### config.mk
export PLATFORM = sky130hd
export DESIGN_NAME = dp_collision_arb
export DESIGN_NICKNAME = d
export VERILOG_FILES = /design/src/rtl/coll_arb_pkg.sv /design/src/rtl/coll_arb_rstsync.sv /design/src/rtl/coll_arb_track.sv /design/src/rtl/coll_arb_grant.sv /design/src/rtl/dp_collision_arb.sv
export SDC_FILE = /design/constraint.sdc
export NUM_CORES = 1
export LEC_CHECK = 0
export BUFFER_PORTS_ARGS = -buffer_cell sky130_fd_sc_hd__buf_2
export CAP_MARGIN = 20
export CORE_MARGIN = 1
export CORE_UTILIZATION = 45
export CTS_CLUSTER_SIZE = 25
export DETAILED_ROUTE_END_ITERATION = 12
export PLACE_DENSITY = 0.76
export SLEW_MARGIN = 40
export SYNTH_ARGS = -nofsm -noshare
export SYNTH_HDL_FRONTEND = slang
export SYNTH_HIERARCHICAL = 1
export SYNTH_SLANG_ARGS = --single-unit
### constraint.sdc
create_clock -name clk -period 3 [get_ports clk]
set_clock_uncertainty 0.1 [all_clocks]
set_input_delay 0.75 -clock clk [delete_from_list [all_inputs] [get_ports clk]]
set_output_delay 0.75 -clock clk [all_outputs]
set_load 0.03 [all_outputs]
### src/rtl/coll_arb_pkg.sv
package coll_arb_pkg;
  localparam int NUM_PORTS = 2;
  localparam int PORT_L    = 0;
  localparam int PORT_R    = 1;

  typedef enum logic [1:0] {
    OWN_NONE  = 2'd0,
    OWN_LEFT  = 2'd1,
    OWN_RIGHT = 2'd2
  } own_e;
endpackage

### src/rtl/coll_arb_rstsync.sv
module coll_arb_rstsync #(
  parameter int STAGES = 2
) (
  input  logic clk,
  input  logic rst_n_in,
  output logic rst_n_out
);
  logic [STAGES-1:0] sync_q;
  logic [STAGES-1:0] sync_d;

  always_comb begin
    sync_d = {sync_q[STAGES-2:0], 1'b1};
  end

  always_ff @(posedge clk or negedge rst_n_in) begin
    if (!rst_n_in) sync_q <= '0;
    else           sync_q <= sync_d;
  end

  assign rst_n_out = sync_q[STAGES-1];
endmodule

### src/rtl/coll_arb_track.sv
module coll_arb_track #(
  parameter int AW = 12
) (
  input  logic          clk,
  input  logic          rst_n,
  input  logic          en_i,
  input  logic [AW-1:0] addr_i,
  output logic          stay_o
);
  logic          prev_en_q, prev_en_d;
  logic [AW-1:0] prev_addr_q, prev_addr_d;
  logic          addr_ce;

  // Address register loads only while the port is enabled.
  always_comb begin
    prev_en_d   = en_i;
    addr_ce     = en_i;
    prev_addr_d = addr_i;
  end

  always_ff @(posedge clk or negedge rst_n) begin
    if (!rst_n) begin
      prev_en_q   <= 1'b0;
      prev_addr_q <= '0;
    end else begin
      prev_en_q <= prev_en_d;
      if (addr_ce) prev_addr_q <= prev_addr_d;
    end
  end

  assign stay_o = en_i & prev_en_q & (addr_i == prev_addr_q);

  AST_STAY_NEEDS_HISTORY: assert property (@(posedge clk) disable iff (!rst_n)
    stay_o |-> ($past(en_i) && addr_i == $past(addr_i))) else $error("stay");
endmodule

### src/rtl/coll_arb_grant.sv
module coll_arb_grant
  import coll_arb_pkg::*;
(
  input  logic clk,
  input  logic rst_n,
  input  logic active_i,
  input  logic match_i,
  input  logic stay_l_i,
  input  logic stay_r_i,
  output own_e win_o
);
  own_e owner_q;
  own_e win_d;
  logic own_ce;

  always_comb begin
    if (!active_i || !match_i)      win_d = OWN_NONE;
    else if (stay_l_i && !stay_r_i) win_d = OWN_LEFT;
    else if (stay_r_i && !stay_l_i) win_d = OWN_RIGHT;
    else if (stay_l_i && stay_r_i && owner_q != OWN_NONE) win_d = owner_q;
    else                            win_d = OWN_LEFT;
    own_ce = (win_d != owner_q);
  end

  always_ff @(posedge clk or negedge rst_n) begin
    if (!rst_n)      owner_q <= OWN_NONE;
    else if (own_ce) owner_q <= win_d;
  end

  assign win_o = win_d;

  AST_HOLD_OWNER: assert property (@(posedge clk) disable iff (!rst_n)
    (active_i && match_i && stay_l_i && stay_r_i && $past(win_o) != OWN_NONE)
      |-> (win_o == $past(win_o))) else $error("hold");
  AST_IDLE_NONE: assert property (@(posedge clk) disable iff (!rst_n)
    (!match_i) |-> (win_o == OWN_NONE)) else $error("idle");
endmodule

### src/rtl/dp_collision_arb.sv
module dp_collision_arb
  import coll_arb_pkg::*;
#(
  parameter int AW = 12
) (
  input  logic          clk,
  input  logic          rst_n,
  input  logic          master_sel,
  input  logic          lft_en,
  input  logic          lft_wr,
  input  logic [AW-1:0] lft_addr,
  input  logic          rgt_en,
  input  logic          rgt_wr,
  input  logic [AW-1:0] rgt_addr,
  input  logic          lft_busy_in_n,
  input  logic          rgt_busy_in_n,
  output logic          lft_busy_out_n,
  output logic          rgt_busy_out_n,
  output logic          lft_wr_ok,
  output logic          rgt_wr_ok
);
  logic                           rst_ns;
  logic [NUM_PORTS-1:0]           en_v;
  logic [NUM_PORTS-1:0][AW-1:0]   addr_v;
  logic [NUM_PORTS-1:0]           stay_v;
  logic                           match;
  own_e                           win;
  logic                           busy_int_l_n, busy_int_r_n;
  logic                           busy_eff_l_n, busy_eff_r_n;

  coll_arb_rstsync #(.STAGES(2)) u_rst (
    .clk       (clk),
    .rst_n_in  (rst_n),
    .rst_n_out (rst_ns)
  );

  assign en_v[PORT_L]   = lft_en;
  assign en_v[PORT_R]   = rgt_en;
  assign addr_v[PORT_L] = lft_addr;
  assign addr_v[PORT_R] = rgt_addr;

  for (genvar g = 0; g < NUM_PORTS; g++) begin : g_trk
    coll_arb_track #(.AW(AW)) u_trk (
      .clk    (clk),
      .rst_n  (rst_ns),
      .en_i   (en_v[g]),
      .addr_i (addr_v[g]),
      .stay_o (stay_v[g])
    );
  end

  assign match = lft_en & rgt_en & (lft_addr == rgt_addr);

  coll_arb_grant u_grant (
    .clk      (clk),
    .rst_n    (rst_ns),
    .active_i (master_sel),
    .match_i  (match),
    .stay_l_i (stay_v[PORT_L]),
    .stay_r_i (stay_v[PORT_R]),
    .win_o    (win)
  );

  always_comb begin
    busy_int_l_n   = (win != OWN_RIGHT);
    busy_int_r_n   = (win != OWN_LEFT);
    busy_eff_l_n   = master_sel ? busy_int_l_n : lft_busy_in_n;
    busy_eff_r_n   = master_sel ? busy_int_r_n : rgt_busy_in_n;
    lft_busy_out_n = master_sel ? busy_int_l_n : 1'b1;
    rgt_busy_out_n = master_sel ? busy_int_r_n : 1'b1;
    lft_wr_ok      = lft_en & lft_wr & busy_eff_l_n;
    rgt_wr_ok      = rgt_en & rgt_wr & busy_eff_r_n;
  end

  AST_ONE_BUSY: assert property (@(posedge clk) disable iff (!rst_ns)
    master_sel |-> (lft_busy_out_n || rgt_busy_out_n)) else $error("two busy");
  AST_BUSY_NEEDS_MATCH: assert property (@(posedge clk) disable iff (!rst_ns)
    (!lft_busy_out_n || !rgt_busy_out_n) |-> (lft_en && rgt_en && lft_addr == rgt_addr))
    else $error("busy w/o match");
  AST_WR_BLOCK_L: assert property (@(posedge clk) disable iff (!rst_ns)
    (master_sel && !lft_busy_out_n) |-> !lft_wr_ok) else $error("left wr");
  AST_WR_BLOCK_R: assert property (@(posedge clk) disable iff (!rst_ns)
    (master_sel && !rgt_busy_out_n) |-> !rgt_wr_ok) else $error("right wr");
  AST_SLAVE_QUIET: assert property (@(posedge clk) disable iff (!rst_ns)
    !master_sel |-> (lft_busy_out_n && rgt_busy_out_n)) else $error("slave drive");
  AST_SLAVE_FOLLOW: assert property (@(posedge clk) disable iff (!rst_ns)
    (!master_sel && (!lft_busy_in_n || !rgt_busy_in_n))
      |-> !((lft_wr_ok && !lft_busy_in_n) || (rgt_wr_ok && !rgt_busy_in_n)))
    else $error("slave follow");
endmodule

# After elaboration in Yosys (flattened, before gate mapping)
# Cells that the tools add are included.
# word_totals
regBits	30
input_bits	33
output_inout_bits	4
word_cells	40
# op_classes
n_eq_ne	6
n_mux	8
bitwise	10
reduce_logical	10
# op_table
operator	n
$eq A12 B12 Y1	3
$and A1 B1 Y1	10
$mux W2	4
$logic_and A1 B1 Y1	4
$logic_not A1 Y1	4
$mux W1	4
$ne A2 B1 Y1 const B	1
$ne A2 B2 Y1	1
$ne A2 B2 Y1 const B	1
$reduce_bool A2 Y1	1
$logic_or A1 B1 Y1	1

# Depth between registers and ports, before layout
# depth
depth_word	11
depth_mapped	7

# Cells and area by module
# Netlist, hierarchy kept.
# modules_own_cells
mod	instances	cells_each	area_per_inst_um2	seq_area_each_um2
coll_arb_track	2	43	611.8	325.3
dp_collision_arb	1	21	177.7	0.0
coll_arb_grant	1	10	101.3	50.0
coll_arb_rstsync	1	3	53.8	50.0

# Worst setup path after synthesis
# Ideal clock, no wire load.
# synth_path
kind	in2out
start	in rgt_addr[4]
end	out lft_wr_ok
arrival_time_ns	2.358
required_time_ns	2.150
path_slack_ns	-0.208
cell_stages	7
n_path_buf	0
path_cell_list	xnor2_1 nand4_1 nor4_2 nand2_1 o2111a_1 nand3b_1 o2111a_1
# synth_via
elab_chain_len	11
# synth_lines
item	line	rtl
start: declaration	dp_collision_arb.sv:14	input logic [AW-1:0] rgt_addr,
$eq A12 B12 Y1 *	coll_arb_track.sv:31	assign stay_o = en_i & prev_en_q & (addr_i == prev_addr_q);
$and A1 B1 Y1 *	coll_arb_track.sv:31	
net stay_v[1]	dp_collision_arb.sv:25	logic [NUM_PORTS-1:0] stay_v;
$logic_and A1 B1 Y1 (2 in series)	coll_arb_grant.sv:20	else if (stay_l_i && stay_r_i && owner_q != OWN_NONE) win_d = owner_q;
$mux W2	coll_arb_grant.sv:20	
$mux W2	coll_arb_grant.sv:19	else if (stay_r_i && !stay_l_i) win_d = OWN_RIGHT;
$mux W2 *	coll_arb_grant.sv:18	else if (stay_l_i && !stay_r_i) win_d = OWN_LEFT;
$mux W2 *	coll_arb_grant.sv:17	if (!active_i || !match_i) win_d = OWN_NONE;
net win[0]	dp_collision_arb.sv:27	own_e win;
$ne A2 B2 Y1 *	dp_collision_arb.sv:65	busy_int_l_n = (win != OWN_RIGHT);
$mux W1 *	dp_collision_arb.sv:67	busy_eff_l_n = master_sel ? busy_int_l_n : lft_busy_in_n;
$and A1 B1 Y1 *	dp_collision_arb.sv:71	lft_wr_ok = lft_en & lft_wr & busy_eff_l_n;
end: declaration	dp_collision_arb.sv:19	output logic lft_wr_ok,
# The timed path passes the listed nets; every way through them passes the cells marked *.

# Final worst setup path
# layout_path
start	in rgt_addr[8]
end	out lft_wr_ok
# The elaborated chain is that of the path after synthesis.

==> summary.md <==
| Metric | Value |
|---|---|
| Failing checks | `setup timing` |
| Crit-path max FO | `3` |
| Post-place setup slack | `-284 ps` |
| CP arrival | `2500 ps` |
| Crit-path max cell delay | `about 400 ps` |
| Fin crit period | `between 3000 and 4000 ps` |
| NetSw | `between 200 and 300 uW` |
| PortBufs | `36` |
| Sequential Power Share | `between 50% and 60%` |
| Wire length on met2 | `between 2000 and 2500 um` |
| FF/Latch Area | `around 750 um2` |
| Metal3 WL | `approximately 210 um` |
| CTS HTree Levels | `2` |
| P_leak | `0.00104 uW` |
| Crit path max-delay family | `simple AND/OR/NAND/NOR gates` |
| Reg clk slew, reported paths | `about 80 ps` |
| Clock root cell | `clkbuf_4` |
| Pint | `between 600 and 700 uW` |
| Post-DP HPWL | `2380 um` |
| Site Rows | `20` |
| Share of cells above drive strength 1 | `~64%` |
| Multi-input gate area | `approximately 970 um2` |
| Largest net degree at the start of global routing | `29` |
| Clock share of power | `roughly a quarter` |
| Maxcap violations | `0` |
| TritonCTS clock tree | `done` |
| Final period utilization | `112%` |
| Initial drt markers | `35` |
| Syn Area/Cell | `between 10 and 15 um2` |
| Core area | `0.00318 mm2` |
| Post-Synthesis Cells | `120` |
| # clock sinks | `30` |
| First-pass GRT wire length | `6340 um` |
| Power per cell area | `~400 mW/mm2` |
| WS Path Type | `in2out` |
| Critical-path cell list | `buf_6 > xnor2_4 > nand3_2 > nor4_4 > nand2_1 > o2111a_1 > nand3b_1 > o2111a_2 > buf_6` |
| IO Pins | `37` |
| Drt wl/cell | `around 17 um` |
| Critical-path top delay cell | `nor4_4` |
| Worst Slack Setup Final | `-351 ps` |
| DR top layer | `met4` |
| Highest clock rate | `just under 300 MHz` |
| Post-Route Setup TNS | `-1160 ps` |
| Commonest non-fill, non-tap cell in the layout | `dfrtp_1` |
| Num CTS Buffers | `5` |
| Final nets | `between 200 and 250` |
| RSZ-0062 raised after global routing | `yes` |
| Finished Core Util | `about three quarters` |
| Residual DRC | `0` |
| Area grow syn2layout | `53.2%` |
| Yosys reg bits | `30` |
| FILL cells | `between 200 and 250` |
| Final hold vios | `0` |
| Post-Syn Nets | `roughly 150` |
| CP endpoint kind | `output pin` |
| Part of the power in combinational logic | `around 23%` |
| Outcome | `complete, but fails checks` |
| Initial DRT Pass Iterations | `4` |
| Initial antenna violation count | `0` |
| Worst skew pair latency | `approximately 330 ps` |
| Most used cell along the critical path | `buf_6` |
| Worst Setup Start Kind | `primary input` |
| Die ar. | `about 0.0037 mm2` |
| Die span in x | `slightly above 60 um` |
| Drt via density | `between 5 and 6` |
| Met1 wire length | `roughly 1500 um` |
| Warnings, synthesis | `6` |
| Most frequent cells in the layout | `dfrtp_1 (29), mux2_2 (24), buf_2 (24), buf_4 (23), xnor2_1 (21)` |
| Placer congestion estimate | `about 0.75` |
| Diode count | `0` |
| Via Count | `about 1300` |
| Crit path buffers/inverters | `2` |
| Antenna-violating nets left | `0` |
| Synthesized area | `around 0.0016 mm2` |
| Global Route Usage Sum | `around a quarter` |
| CTS max path bufs | `2` |
| Hold Crit Class | `in2async` |
| Gr ovfl total | `0` |
| Final WL | `between 3000 and 4000 um` |
| Flop2flop setup slack | `around 170 ps` |
| Worst Path Required | `about 2200 ps` |
| Synth unique cells | `14` |
| Max rail drop VDD | `between 200 and 300 uV` |
| Initial core utilization | `49.0%` |
| Final setup vio count | `4` |
| Sw Ratio | `around 27%` |
| Sequential area share after synthesis | `~48%` |
| Slew Viols, Final | `0` |
| Worst-margin pin slew | `roughly 620 ps` |
| Slew headroom | `58.5%` |
| Vias in the first global route | `roughly 1400` |
| Die H | `60.8 um` |
==> power groups by stage <==
stage	sequential [uW]	combinational, uW	clock (uW)
after floorplan	472	112	0
after global placement	476	163	0
after detailed placement	480	168	0
after CTS	474	194	261
after global routing	483	228	274
final	478	212	249
==> Yosys cell counts <==
master / instances / area [um2]
nand2b_1: 1 / 6.26
inv_1: 1 / 3.75
buf_6: 2 / 22.5
o2111a_1: 4 / 45.0
a21oi_1: 2 / 10.0
conb_1: 1 / 3.75
nor4_2: 3 / 37.5
xnor2_1: 36 / 315
dfrtp_1: 30 / 751
nand2_1: 1 / 3.75
mux2_2: 24 / 270
nand3b_1: 2 / 15.0
nand4_1: 6 / 37.5
nand3_1: 7 / 35.0
==> routing by layer <==
layer | up-vias | GRT usage (%)
met5 | - | 0
met4 | 0 | 12.3
met3 | 13 | 7.46
met2 | 51 | 46.2
met1 | 617 | 26.5
li1 | 574 | -
==> state kept, by name (all words and copies together), names as in the netlist <==
signal and flops:
u_rst/sync_q 2, g_trk.u_trk/prev_addr_q 24, u_grant/owner_q 2, g_trk.u_trk/prev_en_q 2
==> logic make-up (layout without fill, tap and decap cells) <==
group           Yosys count  in the layout  share of synthesized area, %
compound gates            6              6                          3.54
xor+xnor                 36             36                          20.3
buf+inv                   3             77                          1.69
flops                    30             30                          48.2
mux                      24             24                          17.4
other cells               1              1                         0.241
simple gates             20             20                          8.68
==> final timing paths <==
path,start,to,cells past startpoint
max reg2reg,g_trk[1].u_trk/prev_addr_q[8]$_DFFE_PN0P_,u_grant/owner_q[0]$_DFFE_PN0P_,14
min reg2reg,u_rst/sync_q[1]$_DFF_PN0_,g_trk[0].u_trk/prev_addr_q[3]$_DFFE_PN0P_,0
max,rgt_addr[8],lft_wr_ok,9
max in group asynchronous,u_rst/sync_q[1]$_DFF_PN0_,g_trk[1].u_trk/prev_addr_q[5]$_DFFE_PN0P_,0
min,rst_n,u_rst/sync_q[1]$_DFF_PN0_,1
min in group clk,u_rst/sync_q[0]$_DFF_PN0_,u_rst/sync_q[1]$_DFF_PN0_,0
==> through the flow <==
| step | hold WS [ps] | power [uW] | cells | cell area, um2 |
|---|---|---|---|---|
| finish | 92.1 | 939 | 238 | 2380 |
| global route | 69.6 | 985 | 238 | 2380 |
| CTS | 71.3 | 930 | 241 | 2320 |
| detailed placement | 206 | 648 | 206 | 1860 |
| global placement | 238 | 639 | 206 | 1850 |
| floorplan | 231 | 583 | 120 | 1580 |
==> worst reg2reg max path: stages (launching register included) <==
cell	delay, ps
dfrtp_1	450
xnor2_4	170
nand3_2	120
nor4_4	400
nand2_1	170
buf_4	170
buf_4	120
buf_4	120
buf_4	120
buf_6	100
buf_6	100
buf_6	100
buf_6	100
buf_4	120
o2111a_1	240
==> cell type report <==
type | count | share of cell area (%)
Clock buffer | 7 | 2.31
Tap cell | 44 | 2.31
Sequential cell | 30 | 31.5
Timing Repair Buffer | 68 | 22.8
Multi-Input combinational cell | 87 | 40.7
Inverter | 1 | 0.157
Clock inverter | 1 | 0.210
==> timing repair <==
| action | in CTS | in global routing |
|---|---|---|
| pin swaps | 21 | 17 |
| hold buffers | 0 | 0 |
| setup buffers | 27 | 4 |
| gates resized for setup | 45 | 14 |
| endpoints found under the setup margin | 4 | 5 |
No activity file was read; power rests on OpenSTA's default activity.
